[config.mk]
export PLATFORM = sky130hd
export DESIGN_NAME = dacbank_core
export DESIGN_NICKNAME = d
export VERILOG_FILES = /design/src/rtl/dacbank_pkg.sv /design/src/rtl/dacbank_ldsync.sv /design/src/rtl/dacbank_sysctl.sv /design/src/rtl/dacbank_chan.sv /design/src/rtl/dacbank_core.sv
export SDC_FILE = /design/constraint.sdc
export NUM_CORES = 1
export LEC_CHECK = 0
export ABC_AREA = 1
export BUFFER_PORTS_ARGS = -buffer_cell sky130_fd_sc_hd__buf_2
export CAP_MARGIN = 20
export CORE_AREA = 3 3 94 185
export CTS_CLUSTER_DIAMETER = 100
export DETAILED_ROUTE_END_ITERATION = 7
export DIE_AREA = 0 0 97 188
export PLACE_DENSITY = 0.69
export SYNTH_ARGS = -nofsm -noshare
export SYNTH_HDL_FRONTEND = slang
export SYNTH_SLANG_ARGS = --single-unit
[constraint.sdc]
create_clock -name clk -period 1.32 [get_ports clk]
set_clock_uncertainty 0.2 [all_clocks]
set_input_delay 0.132 -clock clk [delete_from_list [all_inputs] [get_ports clk]]
set_output_delay 0.132 -clock clk [all_outputs]
set_load 0.01 [all_outputs]
[src/rtl/dacbank_pkg.sv]
// Shared encodings for the DAC register bank.
// Assumes: the register select field is 2 bits wide and the bias field is 2 bits wide.
package dacbank_pkg;

    typedef enum logic [1:0] {
        SEL_MAIN = 2'd0,
        SEL_TRIM = 2'd1,
        SEL_CHAN = 2'd2,
        SEL_SYS  = 2'd3
    } reg_sel_e;

    typedef enum logic [1:0] {
        BIAS_HALF   = 2'd0,
        BIAS_INTREF = 2'd1,
        BIAS_EXTREF = 2'd2,
        BIAS_NONE   = 2'd3
    } bias_e;

    // Bit positions inside the control words
    localparam int CB_STBY = 0;
    localparam int CB_CLR  = 1;
    localparam int CB_BLO  = 2;
    localparam int SB_PD   = 0;
    localparam int SB_STBY = 1;
    localparam int SB_CLR  = 2;
    localparam int SB_TWOS = 3;

endpackage

[src/rtl/dacbank_ldsync.sv]
// Synchronises the asynchronous active-low load strobe and emits a one-cycle
// pulse per falling edge.
// Assumes: load_n is held low for at least two clock periods.
module dacbank_ldsync (
    input  logic clk,
    input  logic rst_n,
    input  logic load_n,
    output logic load_pulse
);
    logic [2:0] sync_q;

    // Two-flop synchroniser followed by a history flop for edge detection
    always_ff @(posedge clk) begin
        if (!rst_n) sync_q <= 3'b111;
        else        sync_q <= {sync_q[1:0], load_n};
    end

    assign load_pulse = sync_q[2] & ~sync_q[1];

    // one falling edge gives exactly one update pulse
    assert_single_pulse_R3: assert property (@(posedge clk) disable iff (!rst_n)
        load_pulse |=> !load_pulse);

endmodule

[src/rtl/dacbank_sysctl.sv]
// System control register: power-down, system standby, self-clearing system
// clear and input coding.
// Assumes: sys_we is a single-cycle strobe from the top-level decoder.
module dacbank_sysctl
    import dacbank_pkg::*;
(
    input  logic       clk,
    input  logic       rst_n,
    input  logic       sys_we,
    input  logic [3:0] sys_data,
    output logic       pwr_down,
    output logic       sys_stby,
    output logic       sys_clr_pend,
    output logic       twos
);
    // Holds the system control bits; the clear bit lives for one cycle only
    always_ff @(posedge clk) begin
        if (!rst_n) begin
            pwr_down     <= 1'b0;
            sys_stby     <= 1'b0;
            sys_clr_pend <= 1'b0;
            twos         <= 1'b0;
        end else begin
            sys_clr_pend <= sys_we & sys_data[SB_CLR];
            if (sys_we) begin
                pwr_down <= sys_data[SB_PD];
                sys_stby <= sys_data[SB_STBY];
                twos     <= sys_data[SB_TWOS];
            end
        end
    end

    // the system clear bit drops by itself unless rewritten
    assert_sysclr_selfclear_R5: assert property (@(posedge clk) disable iff (!rst_n)
        (sys_clr_pend && !sys_we) |=> !sys_clr_pend);

endmodule

[src/rtl/dacbank_chan.sv]
// One channel: double-buffered main and trim codes, channel control register
// (standby, self-clearing clear, bias select) and output coding.
// Assumes: MAIN_W >= 4 so that the control bits fit in the write word.
module dacbank_chan
    import dacbank_pkg::*;
#(
    parameter int MAIN_W = 10,
    parameter int TRIM_W = 8
) (
    input  logic              clk,
    input  logic              rst_n,
    input  logic              main_we,
    input  logic              trim_we,
    input  logic              ctrl_we,
    input  logic [MAIN_W-1:0] wr_data,
    input  logic              load_pulse,
    input  logic              glob_clr,
    input  logic              twos,
    output logic [MAIN_W-1:0] main_code,
    output logic [TRIM_W-1:0] trim_code,
    output logic [1:0]        bias_sel,
    output logic              stby
);
    localparam logic [MAIN_W-1:0] MAIN_MID = MAIN_W'(1) << (MAIN_W - 1);
    localparam logic [TRIM_W-1:0] TRIM_MID = TRIM_W'(1) << (TRIM_W - 1);

    logic [MAIN_W-1:0] data_main, dac_main;
    logic [TRIM_W-1:0] data_trim, dac_trim;
    logic              clr_pend;
    logic              clr_now;
    logic [MAIN_W-1:0] clr_main;

    assign clr_now  = glob_clr | clr_pend;
    // Register value that maps to an output at the bias point in the current coding
    assign clr_main = twos ? '0 : MAIN_MID;

    // Channel control register with self-clearing clear bit
    always_ff @(posedge clk) begin
        if (!rst_n) begin
            stby     <= 1'b0;
            clr_pend <= 1'b0;
            bias_sel <= BIAS_HALF;
        end else begin
            clr_pend <= ctrl_we & wr_data[CB_CLR];
            if (ctrl_we) begin
                stby <= wr_data[CB_STBY];
                if (wr_data[CB_BLO+1:CB_BLO] != BIAS_NONE)
                    bias_sel <= wr_data[CB_BLO+1:CB_BLO];
            end
        end
    end

    // Double buffer: clear first, else load and host write
    always_ff @(posedge clk) begin
        if (!rst_n) begin
            data_main <= MAIN_MID;
            dac_main  <= MAIN_MID;
            data_trim <= TRIM_MID;
            dac_trim  <= TRIM_MID;
        end else if (clr_now) begin
            data_main <= clr_main;
            dac_main  <= clr_main;
            data_trim <= TRIM_MID;
            dac_trim  <= TRIM_MID;
        end else begin
            if (load_pulse) begin
                dac_main <= data_main;
                dac_trim <= data_trim;
            end
            if (main_we) data_main <= wr_data;
            if (trim_we) data_trim <= wr_data[TRIM_W-1:0];
        end
    end

    assign main_code = {dac_main[MAIN_W-1] ^ twos, dac_main[MAIN_W-2:0]};
    assign trim_code = dac_trim;

    // a load copies the data register
    assert_load_copy_R3: assert property (@(posedge clk) disable iff (!rst_n)
        (load_pulse && !clr_now) |=> (dac_main == $past(data_main)) && (dac_trim == $past(data_trim)));

    // without load or clear the DAC register holds
    assert_hold_R2: assert property (@(posedge clk) disable iff (!rst_n)
        (!load_pulse && !clr_now) |=> $stable(dac_main) && $stable(dac_trim));

    // a clear wins and lands on midscale
    assert_clear_mid_R4: assert property (@(posedge clk) disable iff (!rst_n)
        clr_now |=> (dac_main == ($past(twos) ? '0 : MAIN_MID)) && (dac_trim == TRIM_MID));

    // channel clear bit drops by itself unless rewritten
    assert_chclr_selfclear_R6: assert property (@(posedge clk) disable iff (!rst_n)
        (clr_pend && !ctrl_we) |=> !clr_pend);

endmodule

[src/rtl/dacbank_core.sv]
// Top of the DAC register bank: host write decode, load-strobe synchroniser,
// system register and N_CH channel slices; derives power enables.
// Assumes: wr_en is a one-cycle strobe in the clk domain; hw_clear is synchronous.
module dacbank_core
    import dacbank_pkg::*;
#(
    parameter int N_CH   = 4,
    parameter int MAIN_W = 10,
    parameter int TRIM_W = 8,
    localparam int CH_AW = (N_CH > 1) ? $clog2(N_CH) : 1
) (
    input  logic                     clk,
    input  logic                     rst_n,
    input  logic                     wr_en,
    input  logic [CH_AW-1:0]         wr_chan,
    input  logic [1:0]               wr_sel,
    input  logic [MAIN_W-1:0]        wr_data,
    input  logic                     load_n,
    input  logic                     hw_clear,
    output logic [N_CH*MAIN_W-1:0]   main_code,
    output logic [N_CH*TRIM_W-1:0]   trim_code,
    output logic [N_CH*2-1:0]        bias_sel,
    output logic [N_CH-1:0]          ch_enable,
    output logic                     ref_enable
);
    logic load_pulse;
    logic pwr_down, sys_stby, sys_clr_pend, twos;
    logic glob_clr;
    logic sys_we;
    logic [N_CH-1:0] ch_stby;

    dacbank_ldsync u_ldsync (
        .clk        (clk),
        .rst_n      (rst_n),
        .load_n     (load_n),
        .load_pulse (load_pulse)
    );

    assign sys_we = wr_en && (wr_sel == SEL_SYS);

    dacbank_sysctl u_sys (
        .clk          (clk),
        .rst_n        (rst_n),
        .sys_we       (sys_we),
        .sys_data     (wr_data[3:0]),
        .pwr_down     (pwr_down),
        .sys_stby     (sys_stby),
        .sys_clr_pend (sys_clr_pend),
        .twos         (twos)
    );

    assign glob_clr = hw_clear | sys_clr_pend;

    for (genvar i = 0; i < N_CH; i++) begin : g_ch
        logic hit;
        assign hit = wr_en && (wr_chan == CH_AW'(i));

        dacbank_chan #(
            .MAIN_W (MAIN_W),
            .TRIM_W (TRIM_W)
        ) u_chan (
            .clk        (clk),
            .rst_n      (rst_n),
            .main_we    (hit && (wr_sel == SEL_MAIN)),
            .trim_we    (hit && (wr_sel == SEL_TRIM)),
            .ctrl_we    (hit && (wr_sel == SEL_CHAN)),
            .wr_data    (wr_data),
            .load_pulse (load_pulse),
            .glob_clr   (glob_clr),
            .twos       (twos),
            .main_code  (main_code[i*MAIN_W +: MAIN_W]),
            .trim_code  (trim_code[i*TRIM_W +: TRIM_W]),
            .bias_sel   (bias_sel[i*2 +: 2]),
            .stby       (ch_stby[i])
        );
    end

    // Power enables: power-down kills everything, standby keeps the reference
    assign ref_enable = ~pwr_down;
    assign ch_enable  = (pwr_down | sys_stby) ? '0 : ~ch_stby;

    // no channel runs with the reference powered down
    assert_pd_all_off_R8: assert property (@(posedge clk) disable iff (!rst_n)
        !ref_enable |-> (ch_enable == '0));

endmodule

# Word-level counts from Yosys, hierarchy flattened
# Cells that the tools add are included.
[classes]
bitwise = 20
n_reduce_logical = 35
eq_ne = 7
n_mux = 18
[op_table]
columns = ["op", "count"]
rows = [
  ["$mux 10", 17],
  ["$logic_and 1x1->1", 17],
  ["$reduce_bool 2->1", 8],
  ["$eq 2x2->1 const B", 4],
  ["$reduce_and 2->1", 4],
  ["$reduce_or 2->1", 4],
  ["$and 1x1->1", 6],
  ["$or 1x1->1", 6],
  ["$eq 2x1->1 const B", 2],
  ["$logic_not 2->1", 2],
  ["$mux 4", 1],
  ["$not 4->4", 1],
  ["$xor 1x1->1", 4],
  ["$not 1->1", 3],
  ["$ne 2x2->1 const B", 1],
]
[word_totals]
output_inout_bits = 85
elab_cells = 113
in_bits = 19
ff_bits = 167

# Logic depth before layout (Yosys ltp)
# Gate-level depths: netlist of the first run.
[depth]
depth_word = 5
depth_mapped = 7
ltp_nobuf = 7

# Cells and area by module
# From an unflattened synthesis of the first run, not the netlist that was laid out.
[hier_totals]
hier_cells = 840
area_unflattened_um2 = 6954.2
[modules_own_cells]
columns = ["module", "area_per_inst_um2", "instances", "seq_area_each_um2", "cells_each"]
rows = [
  ["dacbank_chan", 1646.6, 4, 800.8, 194],
  ["dacbank_sysctl", 142.6, 1, 80.1, 20],
  ["dacbank_core", 135.1, 1, 0.0, 33],
  ["dacbank_ldsync", 90.1, 1, 60.1, 11],
]

# Worst setup path after synthesis of the first run
# No wires, ideal clock.
[synth_path]
path_kind = "flip-flop to flip-flop"
from = "reg u_sys.sys_clr_pend"
to = "reg g_ch[0].u_chan.dac_main[6]"
path_buffers = 2
synth_period_minus_slack_ns = 1.437
required_ns = 1.050
path_slack_ns = -0.117
stages_incl_launch_ff = 8
setup_ns = 0.070
t_arrival_ns = 1.167
cell_sequence = "dfxtp_1 > nor2_2 > nand2_2 > inv_2 > nand2_1 > buf_2 > buf_2 > a21oi_1"
[synth_via]
elab_chain_len = 3
word_cells_on_any_way = 4
classes_between = "mux: 1; bitwise: 2; reduce/logical: 1"
[synth_rtl]
columns = ["element", "line_no", "rtl"]
rows = [
  ["start: declaration", "dacbank_sysctl.sv:13", "output logic sys_clr_pend,"],
  ["start signal: assignment", "dacbank_sysctl.sv:24", "sys_clr_pend <= sys_we & sys_data[SB_CLR];"],
  ["$or 1x1->1 (*)", "dacbank_core.sv:52", "assign glob_clr = hw_clear | sys_clr_pend;"],
  ["$or 1x1->1 (*)", "dacbank_chan.sv:33", "assign clr_now = glob_clr | clr_pend;"],
  ["$mux 10 or $reduce_bool 2->1 (tied branches)", "-", ""],
  ["end signal: assignment", "dacbank_chan.sv:62", "dac_main <= clr_main;"],
  ["end signal: assignment", "dacbank_chan.sv:67", "dac_main <= data_main;"],
  ["end: declaration", "dacbank_chan.sv:27", "logic [MAIN_W-1:0] data_main, dac_main;"],
]
# Every way passes the cells marked *; elsewhere a longest branch is shown, timed or not.
# A chain may end at the register's enable or synchronous reset.

# Worst setup path after layout of the first run
[layout_path]
from = "reg u_sys.twos"
to = "out main_code[39]"
[layout_via]
elab_chain_len = 1
[layout_rtl]
columns = ["element", "line_no", "rtl"]
rows = [
  ["start: declaration", "dacbank_sysctl.sv:14", "output logic twos"],
  ["start signal: assignment", "dacbank_sysctl.sv:28", "twos <= sys_data[SB_TWOS];"],
  ["$xor 1x1->1", "dacbank_chan.sv:75", "assign main_code = {dac_main[MAIN_W-1] ^ twos, dac_main[MAIN_W-2:0]};"],
  ["end: declaration", "dacbank_core.sv:20", "output logic [N_CH*MAIN_W-1:0] main_code,"],
]
# Every way passes these cells.

==> results.yml, run 1 <==
status:
  status: "complete, but fails checks"
  violations: "negative hold slack, negative setup slack"
placed_design:
  place_congestion: 0.881
  io_buffers: 103
  pre_cts_ws_ps: -138
  hpwl_um: 13200
final_layout:
  nNetsFinal: 1008
  final_layout_size_suffix_gt1_frac: 0.456
  antenna_cells: 0
  area_delta_synth_final_pct: 54.1
logic_synthesis:
  synth_top_area_cell: "dfxtp_1"
  synth_edf_count: 0
  synth-seq-area-share: 0.527
  syn-cell-area_um2: 6350
  synth_top_area_frac: 0.527
  yosys-top-cells-count: "221 x nand2_1, 167 x dfxtp_1, 112 x a21oi_1"
  syn_inst: 827
  ys_warn_count: 0
  synth_area_per_cell_um2: 7.68
  synth_area_leaders: "dfxtp_1 53%, nand2_1 13%, a21oi_1 8.8%, nand3_1 5.5%, buf_4 4.3%"
  async_flop_share: 0
  yosysMostFrequentCell: "nand2_1"
  synthesis.nets: 846
  synth_seq_cells: 167
  synthDistinctLibCells: 23
  synth_flop_cell: "dfxtp_1"
cts:
  cts.clk_slew.worst_paths_ps: 70
  cts_tree: "yes"
  cts_buffer_depth: 2
  cts_buffers: 17
  insertion_delay_ps: 430
  cts.sinks: 167
  cts-root-buf: "clkbuf_16"
  htree_num_levels: 4
drt:
  vias: 6399
  drt_iter0_drc: 380
  viasPerCell: 5.31
  dr.max_layer_used: "met4"
  first_pass_iters: 6
  ant_nets: 0
  met1_length_um: 7690
  met3_length_um: 1380
  wl_um: 21900
  drc_errors: 0
  wl_met2_um: 11600
  wire_per_inst_um: 18.2
global_routing:
  grt_use_total: 0.219
  antenna_found_initial: 0
  overflow: 0
  grt_pass1_wl_um: 31700
  grt_pass1_vias: 6198
  grt_max_degree: 28
worst_hold_path:
  hp-class: "input port to flop"
  min_path_cells: 5
timing:
  timing.fmax_mhz: 638
  hold_violations: 1
  rsz0062_at_grt: "yes"
  tightest_slew_ps: 461
  slew_violations: 0
  finalCritPeriodShare: 1.19
  fin_hold_ws_ps: -6.48
  final-setup-viol-count: 147
  fin_ws_ps: -247
  period_needed_ps: 1570
  timing.slew.headroom: 0.691
critical_path:
  end_kind: "output port"
  required_ps: 990
  worstSetupPathType: "flop to output port"
  cp.arrival_ps: 1230
  r2r_cells: 8
  start_kind: "flop"
  path_max_fanout: 3
power:
  internal-power_mw: 8.51
  leakage_nw: 3.74
  p_seq_frac: 0.447
  max-vdd-ir-drop_mv: 0.913
  sw_frac_of_total: 0.259
  clockPowerShare: 0.442
  combPwrFrac: 0.111
  power.switching_mw: 2.98
  power_mw: 11.5
  p_per_area_nw_per_um2: 1170
die:
  dieWidth_um: 97
  start_util: 0.390
  core_area_um2: 16300
  rows: 66
  die_h_um: 188
  die-area_um2: 18200
  num_io_pins: 104
run:
  maxCapViolations: 0
path summary, 6_finish.rpt:
path,from,to,slack (ps)
hold reg to reg,u_ldsync.sync_q[0],u_ldsync.sync_q[1],220
setup / recovery,u_sys.twos,main_code[39],-250
hold / removal,wr_chan[1],g_ch[1].u_chan.stby,-6
setup reg to reg,u_sys.sys_clr_pend,g_ch[3].u_chan.data_trim[4],-200
worst max-delay path, cell delays in order, from the launching register on:
cell and delay, ps:
dfxtp_4 370, buf_6 130, xor2_2 150, buf_2 150
layout make-up:
type	count	area, µm²
fillers	1237	6490
multi-input cells	543	3470
flip-flops and latches	167	3350
repair buffers	213	1830
clock buffers	18	439
well taps	204	255
inverters	45	239
clock inverters	14	161
repair inverters	2	32.5
per-stage QoR:
step	utilization	setup TNS, ps	area [µm²]	instances
2_1_floorplan	-	-2690	6400	827
4_1_cts	0.565	-11720	9190	1204
3_3_place_gp	0.454	-3890	7390	1132
3_5_place_dp	0.454	-6380	7390	1132
5_1_grt	0.601	-22200	9780	1206
6_report	0.601	-14510	9780	1206
cells by family after synthesis:
logic type | share of synthesized area
AO/OA/AOI/OAI | 0.131
AND/OR/NAND/NOR | 0.244
XOR/XNOR | 0.00552
buffers and inverters | 0.0921
flip-flops | 0.527
sequential cells by signal (all words and copies together) (netlist names):
register and flops:
u_sys.twos 1, u_sys.sys_clr_pend 1, g_ch.u_chan.dac_main 40, u_ldsync.sync_q 3
g_ch.u_chan.trim_code 32, g_ch.u_chan.clr_pend 4, u_sys.sys_stby 1, g_ch.u_chan.bias_sel 8
g_ch.u_chan.data_trim 32, u_sys.pwr_down 1, g_ch.u_chan.data_main 40, g_ch.u_chan.stby 4
layer usage:
layer / up-vias / global-route usage
met2: 295 / 0.401
met5: - / 0
met3: 82 / 0.0458
met1: 3051 / 0.228
li1: 2971 / -
met4: 0 / 0.126
layout by cell type (no fill, tap or decap), types with 6 or more instances in the layout:
cell type      netlist  routed
nor2_1              69      55
o21ai_1              6       9
nand3_4              0       8
nand2_2              2       9
buf_6                0      21
o21ai_2              0      20
nor2_4               2      15
a21oi_2              0      86
clkbuf_16            0      18
buf_12               0      17
nand2_8              0       6
inv_2               12       9
nand2_1            221     202
nor2_2               6       7
nand3_1             70      26
inv_1               33      28
dlygate4sd3_1        0      15
dfxtp_1            167     163
buf_16               0       6
buf_2                8     100
o21ai_0             38      14
inv_6                0       6
nand2_4              0       6
buf_4               36      50
a21oi_1            112      21
nand3_2              1      37
power by group through the flow:
stage          clock network (mW)  logic (mW)  registers [mW]
2_1_floorplan                   0       0.377            5.23
3_3_place_gp                    0       0.761            5.24
3_5_place_dp                    0       0.766            5.24
4_1_cts                      5.12        1.10            5.13
5_1_grt                      5.29        1.34            5.14
6_report                     5.08        1.27            5.14
timing repair:
action / CTS / global route
hold buffers: 18 / 0
gates cloned: 11 / 2
setup endpoints to repair: 137 / 158
gates resized for setup: 202 / 133
buffers inserted: 16 / 6
endpoints found under the hold margin: 64 / 0
pin swaps: 36 / 54
No activity file was read; power rests on OpenSTA's default activity.
==> run 2: changes to the inputs <==
--- a/config.mk
+++ b/config.mk
@@ -8,10 +8,10 @@
 export ABC_AREA = 1
 export BUFFER_PORTS_ARGS = -buffer_cell sky130_fd_sc_hd__buf_2
 export CAP_MARGIN = 20
-export CORE_AREA = 3 3 94 185
+export CORE_AREA = 2 2 93 184
 export CTS_CLUSTER_DIAMETER = 100
 export DETAILED_ROUTE_END_ITERATION = 7
-export DIE_AREA = 0 0 97 188
+export DIE_AREA = 0 0 95 186
 export PLACE_DENSITY = 0.69
 export SYNTH_ARGS = -nofsm -noshare
 export SYNTH_HDL_FRONTEND = slang
==> run 2 against run 1 <==
Net effect:
- sequential cell count unchanged
- maximum frequency decreased by 5.9%
- non-clock buffer count increased by 11
- clock power decreased by 2%
- critical path type is now flop to flop
- die area decreased by 3.1%
- core utilization increased by 0.51 points
- largest power group unchanged
- the flow still finishes with violations (negative hold slack, negative setup slack)
- register-to-register slack got worse by 150 ps
- count of clock-buffer cells in the layout increased by 3
- power decreased by 0.43%
- global-route usage increased by 2.4 points
- sequential share of layout area decreased by 0.25 points
- sequential power about the same
==> results.yml, run 2 (synthesis gave the netlist of run 1 again) <==
power:
  p_per_area_nw_per_um2: 1160
  leakage_nw: 3.78
  max-vdd-ir-drop_mv: 0.843
  power_mw: 11.4
global_routing:
  antenna_found_initial: 0
  grt_pass1_vias: 6376
  met3_usage: 0.0421
  busiest_layer: "met2"
  grt_pass1_wl_um: 32500
  grt_max_degree: 34
  met1_usage: 0.255
  overflow: 0
  met2_usage: 0.438
  grt_use_total: 0.244
critical_path:
  cp.arrival_ps: 1810
  critical_path.cell_chain: "nor2_4, buf_6, nand2_4, nor2_4, buf_4, buf_6, o21ai_1, a21oi_1"
  worstSetupPathType: "flop to flop"
  required_ps: 1460
  r2r_slack_ps: -350
  r2r_cells: 8
  slowest_delay_ps: 340
  path_max_fanout: 4
  start_kind: "flop"
  r2r_start: "u_sys.sys_clr_pend"
  r2r-end: "g_ch[3].u_chan.data_trim[0]"
  crit_slowest_cell: "dfxtp_2"
  end_kind: "flop"
status:
  violations: "negative hold slack, negative setup slack"
  status: "complete, but fails checks"
die:
  num_io_pins: 104
  die-area_um2: 17700
  die_h_um: 186
  rows: 66
  dieWidth_um: 95
  start_util: 0.390
  core_area_um2: 16300
run:
  maxCapViolations: 0
timing:
  fin_ws_ps: -346
  rsz0062_at_grt: "yes"
  timing.slew.headroom: 0.566
  timing.fmax_mhz: 600
  slew_violations: 0
  final-setup-viol-count: 153
  tightest_slew_ps: 650
  fin_hold_ws_ps: -19.8
  hold_violations: 1
  period_needed_ps: 1670
  tns_ps: -21690
  finalCritPeriodShare: 1.26
final_layout:
  design_area_um2: 9860
  top_regs: "g_ch.u_chan.dac_main: 40 flops, g_ch.u_chan.data_main: 40 flops"
  stdcell_count: 1217
  layout_common_cells: "201 x nand2_1, 160 x dfxtp_1, 99 x buf_2, 89 x a21oi_2, 56 x nor2_1"
  final_common_cell: "nand2_1"
  area_delta_synth_final_pct: 55.4
  final_layout_size_suffix_gt1_frac: 0.460
  nNetsFinal: 1018
cts:
  insertion_delay_ps: 430
  htree_num_levels: 4
  cts_tree: "yes"
  cts_buffer_depth: 2
  cts_buffers: 17
  cts-root-buf: "clkbuf_16"
  hold_buffers: 19
  cts.clk_slew.worst_paths_ps: 70
  cts.sinks: 167
placed_design:
  place_congestion: 0.893
  hpwl_um: 12800
  placed_cells: 1127
  io_buffers: 103
  placed_cell_area_um2: 7330
drt:
  wire_per_inst_um: 18.6
  first_pass_iters: 8
  vias: 6560
  viasPerCell: 5.39
  ant_nets: 0
  wl_um: 22700
  drt_iter0_drc: 491
  drc_errors: 0
worst_hold_path:
  min_from: "rst_n"
  hp-class: "input port to flop"
  holdPathEnd: "g_ch[2].u_chan.data_trim[1]"
  min_path_cells: 5
## run 2: changes by cell type in the layout (fill, tap and decap cells not counted), moves of 3 or more
cell	change
clkinvlp_4	+3
nand2_2	-3
buf_4	+5
dlygate4sd3_1	+3
buf_16	+4
nand3_2	-3
o21ai_2	+3
a21oi_4	-3
dfxtp_1	-3
nand2_4	+5
a21oi_2	+3
dfxtp_2	+3
## run 2: area by class of cell
cell class              instances  area (µm²)
clock inverters                11         114
repair buffers                224        1980
well taps                     204         255
clock buffers                  21         470
repair inverters                1        16.3
diodes                          1        2.50
fillers                      1230        6410
inverters                      45         240
flip-flops and latches        167        3350
multi-input cells             543        3430
## run 2: per-layer routing
metal | vias to the layer above | wire length [µm]
met2 | 275 | 11800
li1 | 3014 | -
met4 | 0 | 1460
met1 | 3167 | 8130
met5 | - | 0
met3 | 104 | 1310
## run 2: how the worst max path moves through the flow
stage	end	slack [ps]	cells past startpoint	startpoint
final	g_ch[3].u_chan.data_trim[0]	-350	8	u_sys.sys_clr_pend
after global routing	g_ch[3].u_chan.data_trim[0]	-390	8	u_sys.sys_clr_pend
after CTS	main_code[29]	-240	3	u_sys.twos
after detailed placement	g_ch[0].u_chan.data_main[9]	-150	9	wr_sel[0]
after global placement	g_ch[0].u_chan.data_main[9]	-130	9	wr_sel[0]
after floorplan	g_ch[2].u_chan.dac_main[4]	-50	6	u_ldsync.sync_q[1]
## run 2: through the flow
stage	setup WS, ps	utilization	hold slack [ps]
2_1_floorplan	-46.8	-	38.6
3_3_place_gp	-129	0.450	152
3_5_place_dp	-145	0.450	146
4_1_cts	-241	0.570	4.03
5_1_grt	-394	0.606	-5.27
6_report	-346	0.606	-19.8
## run 2: report_power, final
part	leakage [nW]	switching, mW	internal, mW
registers	1.35	0.0439	5.09
logic	2.15	0.767	0.572
clock network	0.277	2.18	2.78
## run 2: worst max-delay path: cells and delay by family, from the launching register on
family                 cells  cell delay [ps]
flip-flops                 1              340
AND/OR/NAND/NOR            3              410
AO/OA/AOI/OAI              2              270
buffers and inverters      3              360
## run 2: what timing repair did
item                                   in CTS  in global routing
endpoints found under the hold margin      68                  1
cloned                                     12                  0
setup endpoints to repair                 125                155
gates resized for setup                   200                149
setup buffers                              26                  9
pin swaps                                  40                 58
==> run 3: changes to the inputs <==
--- a/config.mk
+++ b/config.mk
@@ -13,6 +13,7 @@
 export DETAILED_ROUTE_END_ITERATION = 7
 export DIE_AREA = 0 0 95 186
 export PLACE_DENSITY = 0.69
+export SLEW_MARGIN = 30
 export SYNTH_ARGS = -nofsm -noshare
 export SYNTH_HDL_FRONTEND = slang
 export SYNTH_SLANG_ARGS = --single-unit
==> constraint.sdc (replaced) <==
create_clock -name clk -period 1.32 [get_ports clk]
set_clock_uncertainty 0.2 [all_clocks]
set_input_delay 0.264 -clock clk [delete_from_list [all_inputs] [get_ports clk]]
set_output_delay 0.264 -clock clk [all_outputs]
set_load 0.01 [all_outputs]
==> run 3 against run 2 <==
Net effect:
- the flow finishes with violations (negative setup slack)
- combinational power about the same
- largest cell class unchanged
- core utilization up 4.4 points
- largest power group is now the clock network
- final cell count down 0.16%
==> results.yml, run 3 (synthesis gave the netlist of run 1 again) <==
placed_design:
  pre_cts_ws_ps: -205
  place_congestion: 0.890
  hpwl_um: 12800
  io_buffers: 103
drt:
  vias: 6496
  drc_errors: 0
  drt_iter0_drc: 423
  viasPerCell: 5.35
  first_pass_iters: 5
  wl_um: 23100
  ant_nets: 0
  wire_per_inst_um: 19.0
cts:
  cts_tree: "yes"
  cts.clk_slew.worst_paths_ps: 70
  cts-root-buf: "clkbuf_16"
  cts_buffers: 17
  insertion_delay_ps: 440
  cts_buffer_depth: 2
  cts.sinks: 167
  htree_num_levels: 4
die:
  die_h_um: 186
  rows: 66
  die-area_um2: 17700
  core_area_um2: 16300
  dieWidth_um: 95
  start_util: 0.390
  num_io_pins: 104
final_layout:
  final_common_cell: "nand2_1"
  layout_common_cells: "199 x nand2_1, 100 x buf_6, 91 x a21oi_2, 87 x dfxtp_1, 78 x dfxtp_2"
  final_layout_size_suffix_gt1_frac: 0.572
  top_regs: "g_ch.u_chan.dac_main: 40 flops, g_ch.u_chan.data_main: 40 flops"
  seq_area_um2: 3450
  antenna_cells: 0
  area_delta_synth_final_pct: 66.7
  nFillCells: 1138
  nNetsFinal: 1017
  multi_input_area_um2: 3650
timing:
  period_needed_ps: 1720
  final-setup-viol-count: 228
  rsz0062_at_grt: "yes"
  finalCritPeriodShare: 1.30
  hold_violations: 0
  tns_ps: -19720
  fin_ws_ps: -395
  timing.fmax_mhz: 583
  slew_violations: 0
  tightest_slew_ps: 431
  timing.slew.headroom: 0.712
power:
  max-vdd-ir-drop_mv: 0.928
  leakage_nw: 3.91
  p_per_area_nw_per_um2: 1110
  power_mw: 11.8
critical_path:
  cp-startpoint: "u_sys.twos"
  cp.arrival_ps: 1250
  start_kind: "flop"
  path_max_fanout: 3
  end_kind: "output port"
  r2r_start: "u_sys.sys_clr_pend"
  worstSetupPathType: "flop to output port"
  required_ps: 860
global_routing:
  antenna_found_initial: 0
  grt_max_degree: 54
  grt_pass1_wl_um: 32000
  grt_pass1_vias: 6195
  grt_use_total: 0.240
  overflow: 0
run:
  maxCapViolations: 0
worst_hold_path:
  min_from: "wr_data[2]"
  hp-class: "input port to flop"
status:
  status: "complete, but fails checks"
  violations: "negative setup slack"
## run 3: cell count changes in the layout (fill, tap and decap cells not counted), sizes merged
cell | before | now
diode | 1 | 0
clkinv | 6 | 9
inv | 47 | 44
bufinv | 1 | 3
dlygate4sd3 | 18 | 6
buf | 205 | 214
clkinvlp | 3 | 4
dlymetal6s2s | 1 | 0
## run 3: timing repair
| action | CTS | global route |
|---|---|---|
| cloned | 10 | 1 |
| endpoints found under the hold margin | 13 | 0 |
| pin swaps | 64 | 55 |
| buffers inserted | 18 | 18 |
| hold buffers | 6 | 0 |
| resized for setup | 403 | 140 |
| endpoints found under the setup margin | 212 | 230 |
## run 3: worst paths after layout
path / to / slack [ps] / cells after the start
max: main_code[29] / -400 / 3
max reg2reg: g_ch[3].u_chan.data_trim[6] / -250 / 8
min reg2reg: u_ldsync.sync_q[1] / 220 / 1
min: g_ch[3].u_chan.bias_sel[0] / 40 / 3
## run 3: cell type report
type | instances | share of cell area
clock buffers | 19 | 0.0428
clock inverters | 13 | 0.0161
inverters | 45 | 0.0233
multi-input cells | 543 | 0.345
flip-flops and latches | 167 | 0.326
well taps | 204 | 0.0241
repair buffers | 222 | 0.220
repair inverters | 2 | 0.00307
## run 3: power breakdown
group	internal [mW]	switching (mW)	total, mW
clock network	3.10	2.18	5.28
registers	5.09	0.0451	5.14
logic	0.550	0.791	1.34
## run 3: through the flow
stage                     utilization  std cells  hold WS [ps]  cell area, µm²
after CTS                       0.606       1201          15.6            9870
after global routing            0.651       1215          31.1           10600
after global placement          0.456       1136           197            7420
final                           0.651       1215          38.3           10600
after floorplan                     -        827           171            6410
after detailed placement        0.456       1136           204            7420
## run 3: worst max-delay path, cell delays in order (launching register included)
cell     delay (ps)
dfxtp_4         370
buf_6           120
xor2_1          160
buf_2           160
## run 3: metal layers
metal | track usage | routed length, µm | vias up
met5 | 0 | 0 | -
met4 | 0.123 | 1510 | 0
met3 | 0.0514 | 1250 | 104
met2 | 0.432 | 12000 | 287
met1 | 0.257 | 8380 | 3120
li1 | - | - | 2985
